==> src/rtl/shm_pkg.sv <==
package shm_pkg;

    typedef enum logic [1:0] {
        SQ_IDLE = 2'd0,
        SQ_PRI  = 2'd1,
        SQ_SEC  = 2'd2
    } seq_state_t;

endpackage

==> src/rtl/shm_map_store.sv <==
module shm_map_store #(
    parameter int ENTRIES = 128,
    parameter int CFG_W   = 32,
    localparam int WORDS   = ENTRIES / CFG_W,
    localparam int WORD_IW = (WORDS > 1) ? $clog2(WORDS) : 1
) (
    input  logic               clk,
    input  logic               rst_n,
    input  logic               cfg_we,
    input  logic               cfg_sel,
    input  logic [WORD_IW-1:0] cfg_word,
    input  logic [CFG_W-1:0]   cfg_data,
    output logic [ENTRIES-1:0] bank_map,
    output logic [ENTRIES-1:0] page_map
);

    typedef struct packed {
        logic [ENTRIES-1:0] bank;
        logic [ENTRIES-1:0] page;
    } map_t;

    map_t map_d, map_q;
    logic [WORDS-1:0] word_hit;

    for (genvar g = 0; g < WORDS; g++) begin : g_word
        assign word_hit[g] = cfg_we && (cfg_word == WORD_IW'(g));
    end

    always_comb begin
        map_d = map_q;
        for (int w = 0; w < WORDS; w++) begin
            if (word_hit[w]) begin
                if (cfg_sel) map_d.page[w*CFG_W +: CFG_W] = cfg_data;
                else         map_d.bank[w*CFG_W +: CFG_W] = cfg_data;
            end
        end
    end

    always_ff @(posedge clk) begin
        if (!rst_n) map_q <= '0;
        else        map_q <= map_d;
    end

    assign bank_map = map_q.bank;
    assign page_map = map_q.page;

    // a loaded word shows up in the selected map on the next cycle
    p_cfg_bank_r8: assert property (@(posedge clk) disable iff (!rst_n)
        (cfg_we && !cfg_sel) |=>
        ((bank_map >> ($past(cfg_word) * CFG_W)) & {{(ENTRIES-CFG_W){1'b0}}, {CFG_W{1'b1}}})
            == {{(ENTRIES-CFG_W){1'b0}}, $past(cfg_data)});
    p_cfg_page_r8: assert property (@(posedge clk) disable iff (!rst_n)
        (cfg_we && cfg_sel) |=>
        ((page_map >> ($past(cfg_word) * CFG_W)) & {{(ENTRIES-CFG_W){1'b0}}, {CFG_W{1'b1}}})
            == {{(ENTRIES-CFG_W){1'b0}}, $past(cfg_data)});

endmodule

==> src/rtl/shm_decide.sv <==
module shm_decide #(
    parameter int          ADDR_W      = 24,
    parameter int          IDX_W       = 7,
    parameter int          PAGE_LSB    = 10,
    parameter logic [23:0] SHADOW_BASE = 24'hE0_0000,
    localparam int ENTRIES  = 1 << IDX_W,
    localparam int BANK_LSB = ADDR_W - IDX_W
) (
    input  logic [ADDR_W-1:0]  addr,
    input  logic [ENTRIES-1:0] bank_map,
    input  logic [ENTRIES-1:0] page_map,
    output logic               hit,
    output logic [ADDR_W-1:0]  mirror_addr
);

    localparam logic [IDX_W-1:0] BASE_HI = SHADOW_BASE[ADDR_W-1:BANK_LSB];

    logic [IDX_W-1:0] bank_idx;
    logic [IDX_W-1:0] page_idx;

    always_comb begin
        bank_idx    = addr[BANK_LSB +: IDX_W];
        page_idx    = addr[PAGE_LSB +: IDX_W];
        hit         = bank_map[bank_idx] & page_map[page_idx];
        mirror_addr = hit ? {BASE_HI, addr[BANK_LSB-1:0]} : addr;
    end

endmodule

==> src/rtl/shm_sequencer.sv <==
module shm_sequencer
    import shm_pkg::*;
#(
    parameter int ADDR_W = 24,
    parameter int DATA_W = 8
) (
    input  logic              clk,
    input  logic              rst_n,
    input  logic              req,
    input  logic              writable,
    input  logic [ADDR_W-1:0] addr,
    input  logic [DATA_W-1:0] data,
    input  logic              hit,
    input  logic [ADDR_W-1:0] mirror_addr,
    output logic              busy,
    output logic              pri_we,
    output logic [ADDR_W-1:0] pri_addr,
    output logic [DATA_W-1:0] pri_data,
    output logic              sec_we,
    output logic [ADDR_W-1:0] sec_addr,
    output logic [DATA_W-1:0] sec_data,
    output logic              sec_mirror
);

    typedef struct packed {
        seq_state_t        st;
        logic [ADDR_W-1:0] addr;
        logic [DATA_W-1:0] data;
        logic [ADDR_W-1:0] maddr;
        logic              hit;
    } seq_t;

    seq_t s_d, s_q;
    logic accept;

    always_comb begin
        s_d    = s_q;
        accept = req && writable && (s_q.st != SQ_PRI);
        case (s_q.st)
            SQ_PRI:  s_d.st = SQ_SEC;
            default: s_d.st = SQ_IDLE;
        endcase
        if (accept) begin
            s_d.st    = SQ_PRI;
            s_d.addr  = addr;
            s_d.data  = data;
            s_d.maddr = mirror_addr;
            s_d.hit   = hit;
        end
    end

    always_ff @(posedge clk) begin
        if (!rst_n) s_q <= '{st: SQ_IDLE, default: '0};
        else        s_q <= s_d;
    end

    assign busy       = (s_q.st == SQ_PRI);
    assign pri_we     = (s_q.st == SQ_PRI);
    assign pri_addr   = s_q.addr;
    assign pri_data   = s_q.data;
    assign sec_we     = (s_q.st == SQ_SEC);
    assign sec_addr   = s_q.maddr;
    assign sec_data   = s_q.data;
    assign sec_mirror = s_q.hit;

    // secondary strobe always follows a primary strobe
    p_sec_follows_r4: assert property (@(posedge clk) disable iff (!rst_n)
        pri_we |=> sec_we);
    p_sec_data_r4: assert property (@(posedge clk) disable iff (!rst_n)
        sec_we |-> ($past(pri_we) && sec_data == $past(pri_data)));
    // busy never lasts two cycles
    p_busy_single_r5: assert property (@(posedge clk) disable iff (!rst_n)
        busy |=> !busy);
    // read-only requests raise no strobe
    p_drop_readonly_r2: assert property (@(posedge clk) disable iff (!rst_n)
        (req && !writable && !busy) |=> !pri_we);
    // an unmirrored second write repeats the primary address
    p_unmirrored_same_r7: assert property (@(posedge clk) disable iff (!rst_n)
        (sec_we && !sec_mirror) |-> (sec_addr == $past(pri_addr)));
    // a mirrored second write keeps the low bits of the primary address
    p_mirror_low_r6: assert property (@(posedge clk) disable iff (!rst_n)
        (sec_we && sec_mirror) |-> (sec_addr[ADDR_W-8:0] == $past(pri_addr[ADDR_W-8:0])));

endmodule

==> src/rtl/shadow_mirror.sv <==
module shadow_mirror #(
    parameter int          ADDR_W      = 24,
    parameter int          DATA_W      = 8,
    parameter int          IDX_W       = 7,
    parameter int          PAGE_LSB    = 10,
    parameter int          CFG_W       = 32,
    parameter logic [23:0] SHADOW_BASE = 24'hE0_0000,
    localparam int ENTRIES  = 1 << IDX_W,
    localparam int BANK_LSB = ADDR_W - IDX_W,
    localparam int WORDS    = ENTRIES / CFG_W,
    localparam int WORD_IW  = (WORDS > 1) ? $clog2(WORDS) : 1
) (
    input  logic               clk,
    input  logic               rst_n,
    input  logic               wr_req,
    input  logic               wr_writable,
    input  logic [ADDR_W-1:0]  wr_addr,
    input  logic [DATA_W-1:0]  wr_data,
    input  logic               cfg_we,
    input  logic               cfg_sel,
    input  logic [WORD_IW-1:0] cfg_word,
    input  logic [CFG_W-1:0]   cfg_data,
    output logic               busy,
    output logic               pri_we,
    output logic [ADDR_W-1:0]  pri_addr,
    output logic [DATA_W-1:0]  pri_data,
    output logic               sec_we,
    output logic [ADDR_W-1:0]  sec_addr,
    output logic [DATA_W-1:0]  sec_data,
    output logic               sec_mirror
);

    logic [ENTRIES-1:0] bank_map;
    logic [ENTRIES-1:0] page_map;
    logic               hit;
    logic [ADDR_W-1:0]  mirror_addr;

    shm_map_store #(.ENTRIES(ENTRIES), .CFG_W(CFG_W)) u_maps (
        .clk(clk), .rst_n(rst_n), .cfg_we(cfg_we), .cfg_sel(cfg_sel),
        .cfg_word(cfg_word), .cfg_data(cfg_data),
        .bank_map(bank_map), .page_map(page_map)
    );

    shm_decide #(.ADDR_W(ADDR_W), .IDX_W(IDX_W), .PAGE_LSB(PAGE_LSB),
                 .SHADOW_BASE(SHADOW_BASE)) u_decide (
        .addr(wr_addr), .bank_map(bank_map), .page_map(page_map),
        .hit(hit), .mirror_addr(mirror_addr)
    );

    shm_sequencer #(.ADDR_W(ADDR_W), .DATA_W(DATA_W)) u_seq (
        .clk(clk), .rst_n(rst_n), .req(wr_req), .writable(wr_writable),
        .addr(wr_addr), .data(wr_data), .hit(hit), .mirror_addr(mirror_addr),
        .busy(busy), .pri_we(pri_we), .pri_addr(pri_addr), .pri_data(pri_data),
        .sec_we(sec_we), .sec_addr(sec_addr), .sec_data(sec_data),
        .sec_mirror(sec_mirror)
    );

    // a mirrored write lands inside the shadow window
    p_window_r6: assert property (@(posedge clk) disable iff (!rst_n)
        (sec_we && sec_mirror) |-> (sec_addr[ADDR_W-1:BANK_LSB] == SHADOW_BASE[ADDR_W-1:BANK_LSB]));

endmodule

==> config.mk <==
export PLATFORM = sky130hd
export DESIGN_NAME = shadow_mirror
export DESIGN_NICKNAME = d
export VERILOG_FILES = /design/src/rtl/shm_pkg.sv /design/src/rtl/shm_map_store.sv /design/src/rtl/shm_decide.sv /design/src/rtl/shm_sequencer.sv /design/src/rtl/shadow_mirror.sv
export SDC_FILE = /design/constraint.sdc
export NUM_CORES = 1
export LEC_CHECK = 0
export BUFFER_PORTS_ARGS = -buffer_cell sky130_fd_sc_hd__buf_2
export CAP_MARGIN = 30
export CELL_PAD_IN_SITES_DETAIL_PLACEMENT = 0
export CELL_PAD_IN_SITES_GLOBAL_PLACEMENT = 1
export CORE_ASPECT_RATIO = 0.75
export CORE_MARGIN = 2
export CORE_UTILIZATION = 34
export DETAILED_ROUTE_END_ITERATION = 8
export PLACE_DENSITY_LB_ADDON = 0.05
export SYNTH_ARGS = -nofsm -noshare
export SYNTH_HDL_FRONTEND = slang
export SYNTH_SLANG_ARGS = --single-unit
==> constraint.sdc <==
create_clock -name clk -period 5.31 [get_ports clk]
set_clock_uncertainty 0.05 [all_clocks]
set_input_delay 0.531 -clock clk [delete_from_list [all_inputs] [get_ports clk]]
set_output_delay 0.531 -clock clk [all_outputs]
set_load 0.005 [all_outputs]
==> run_results.csv <==
group,metric,value,unit
clock_tree,cts-resized-gates,0,
worst_setup_path,worstPathArrival,3280,ps
place,dp_hpwl,26000,µm
layout,area_delta_synth_final,12.1,%
drt,vias,10700,
grt,grt.overflow.total,0,
grt,grtUsageTotal,20.7,%
clock_tree,cts_inserted_buffers,34,
timing,tightestPinTransition,982,ps
clock_tree,clock-sinks,298,
floorplanning,die_h,174,µm
worst_hold_path,hp-class,"in2reg",
timing,rsz0062_at_grt,"no",
clock_tree,postCtsSetupBuffers,0,
drt,via_per_inst,5.01,
drt,ant_nets,0,
worst_setup_path,endpoint_kind,"flip-flop",
yosys,synth.avg_cell_area,8.15,µm²
pwr,powerDensity,350,nW/µm²
timing,slew_headroom,34.5,%
pwr,ir_worst_vdd,0.164,mV
grt,grt_pass1_vias,10000,
drt,routedWlPerCell,19.7,µm
clock_tree,ctsHoldBuffers,0,
timing,fmax,340,MHz
grt,grt_start_max_net_pins,152,
layout,antennaDiodeCount,0,
timing,finalCriticalPeriod,2950,ps
run,cap_violations,0,
layout,final_util,38.6,%
floorplanning,start_util,34.4,%
clock_tree,cts_buffer_depth,3,
yosys,ys.flop_type,"dfxtp_1",
yosys,syn-cell-area,13200,µm²
drt,drc,0,
layout,drive_above_1_share,17.8,%
place,io_buffer_count,139,
drt,routed_wl,42000,µm
yosys,synth.distinct_cells,45,
clock_tree,h-tree-depth,2,
yosys,synth_nets,1687,
timing,setup_tns,0,ps
pwr,fin_total_pwr,5.17,mW
floorplanning,coreArea,38200,µm²
yosys,synth-seq-cells,298,
clock_tree,clk-insertion-delay-late,510,ps
yosys,synth_edf_count,0,
layout,n_fill_cell,3979,
clock_tree,cts_tree,"built",
clock_tree,path_clk_slew,60,ps
yosys,async_flop_share,0,%
clock_tree,root_buffer,"clkbuf_16",
floorplanning,ios,140,
outcome,status,"finished, final reports clean",
floorplanning,die_w,231,µm
grt,grt_pass1_wl,63900,µm
worst_setup_path,cp_max_fo,29,
yosys,yosysSeqAreaShare,45.3,%
grt,grt_antenna_before_repair,0,
pwr,leakage,5.26,nW
worst_setup_path,required,5650,ps
drt,drt_iter0_drc,933,
timing,min_period_over_period,55.5,%
worst_setup_path,critPathKind,"in2reg",
layout,final_nets,1670,
timing,hold_viol,0,
timing,slew_violations,0,
place,gp_congestion,0.720,
yosys,yosysWarnings,0,
floorplanning,die-area,40300,µm²
timing,setup_violations,0,
yosys,syn_inst,1615,
floorplanning,rows,62,
drt,first_pass_iters,5,
worst_setup_path,critPathLaunchType,"primary input",
==> worst paths after layout <==
kind	cells after the start	start	to	slack [ps]
setup / recovery	8	wr_addr[10]	u_seq.sec_addr[23]$_SDFFE_PN0P_	2360
setup reg to reg	6	u_seq.s_q[58]$_SDFF_PP0_	u_seq.sec_addr[19]$_SDFFE_PN0P_	2810
hold reg to reg	2	u_maps.page_map[118]$_SDFFE_PN0P_	u_maps.page_map[118]$_SDFFE_PN0P_	400
hold / removal	3	wr_data[2]	u_seq.pri_data[2]$_SDFFE_PN0P_	200
==> cells by family (layout without fill, tap and decap cells) <==
family	count (synthesis)	count (layout)	synth area share, %
AO/OA/AOI/OAI	334	334	13.5
buffers and inverters	219	226	8.84
flip-flops	298	298	45.3
multiplexers	91	91	12.2
AND/OR/NAND/NOR	673	673	20.2
==> per-layer routing <==
metal	vias up	global-route usage, %	wire length (µm)
li1	5281	-	-
met1	5147	32.5	21700
met2	230	29.3	17600
met3	43	3.33	2070
met4	0	4.38	662
met5	-	0	0
==> stage by stage <==
stage | hold slack [ps] | setup WS, ps | std cells | cell area (µm²)
6_report | 197 | 2360 | 2134 | 14800
5_1_grt | 187 | 2120 | 2134 | 14800
4_1_cts | 178 | 2310 | 2133 | 14700
3_5_place_dp | 395 | 1760 | 2073 | 13600
3_3_place_gp | 390 | 1810 | 2072 | 13600
2_1_floorplan | 383 | 2920 | 1615 | 13200
==> critical path, stage by stage <==
cell	delay, ps
buf_2	680
mux4_2	610
a22oi_1	280
a21oi_1	140
nor4_1	410
o221ai_2	280
o21ai_1	240
a21oi_1	110
==> cells in the mapped netlist, types with 3 or more instances <==
library cell  number  area share (%)
a21oi_1          296              11
buf_1              3           0.086
buf_2             12            0.46
buf_4             71             4.0
buf_6              3            0.26
clkbuf_1          95             2.7
clkbuf_2          30             1.1
dfxtp_1          298              45
inv_1              5            0.14
mux2i_1           34             2.6
mux4_2            55             9.4
nand2_1          603              17
nand2b_1           7            0.33
nand3_1           16            0.61
nor2_1            16            0.46
nor2b_1            9            0.43
nor3_1             7            0.27
o211ai_1           3            0.17
o21ai_0            3            0.11
o21ai_1            6            0.23
o22ai_1            5            0.24
o31a_1             4            0.27
==> report_power, final <==
part | switching, mW | internal, mW
clock network | 0.955 | 1.47
logic | 0.281 | 0.135
registers | 0.0308 | 2.29
==> state kept, by name (all words and copies together), names as in the netlist <==
name	cells
u_seq.sec_addr	24
u_maps.page_map	128
u_seq.s_q	2
u_seq.pri_addr	7
u_seq.pri_data	8
u_seq.sec_mirror	1
u_maps.bank_map	128
==> cell usage in the layout (no fill, tap or decap), types with 2 or more instances in the layout <==
cell | synthesis | routed
o31a_1 | 4 | 4
nor3_1 | 7 | 5
nor3_2 | 1 | 3
nand3_2 | 0 | 2
buf_2 | 12 | 139
buf_12 | 0 | 2
o221ai_1 | 2 | 2
nand4_1 | 2 | 2
a31oi_1 | 2 | 2
dfxtp_1 | 298 | 298
nor4_1 | 2 | 2
nor2_2 | 0 | 6
a21oi_1 | 296 | 296
o211ai_1 | 3 | 3
a311oi_1 | 2 | 2
nor2_1 | 16 | 10
clkbuf_1 | 95 | 5
clkbuf_16 | 0 | 37
clkinv_2 | 0 | 6
nand3_1 | 16 | 14
clkinvlp_4 | 0 | 2
nand3b_1 | 2 | 2
o22ai_1 | 5 | 5
mux2_2 | 2 | 2
buf_4 | 71 | 19
o2111a_1 | 2 | 2
a22oi_1 | 2 | 2
nor2b_1 | 9 | 9
inv_1 | 5 | 4
bufinv_16 | 0 | 2
mux4_2 | 55 | 55
nand2_1 | 603 | 603
clkbuf_8 | 0 | 8
mux2i_1 | 34 | 34
a22o_1 | 2 | 2
nand2b_1 | 7 | 7
o21ai_0 | 3 | 3
and2_1 | 2 | 2
o21ai_1 | 6 | 6
==> area by class of cell <==
| class | count | area (µm²) | area share, % |
|---|---|---|---|
| well taps | 512 | 641 | 4.34 |
| clock inverters | 10 | 105 | 0.712 |
| inverters | 5 | 26.3 | 0.178 |
| flip-flops and latches | 298 | 5970 | 40.4 |
| clock buffers | 50 | 1050 | 7.15 |
| repair buffers | 161 | 890 | 6.03 |
| multi-input cells | 1098 | 6070 | 41.2 |
Power figures use the tool's default switching activity.
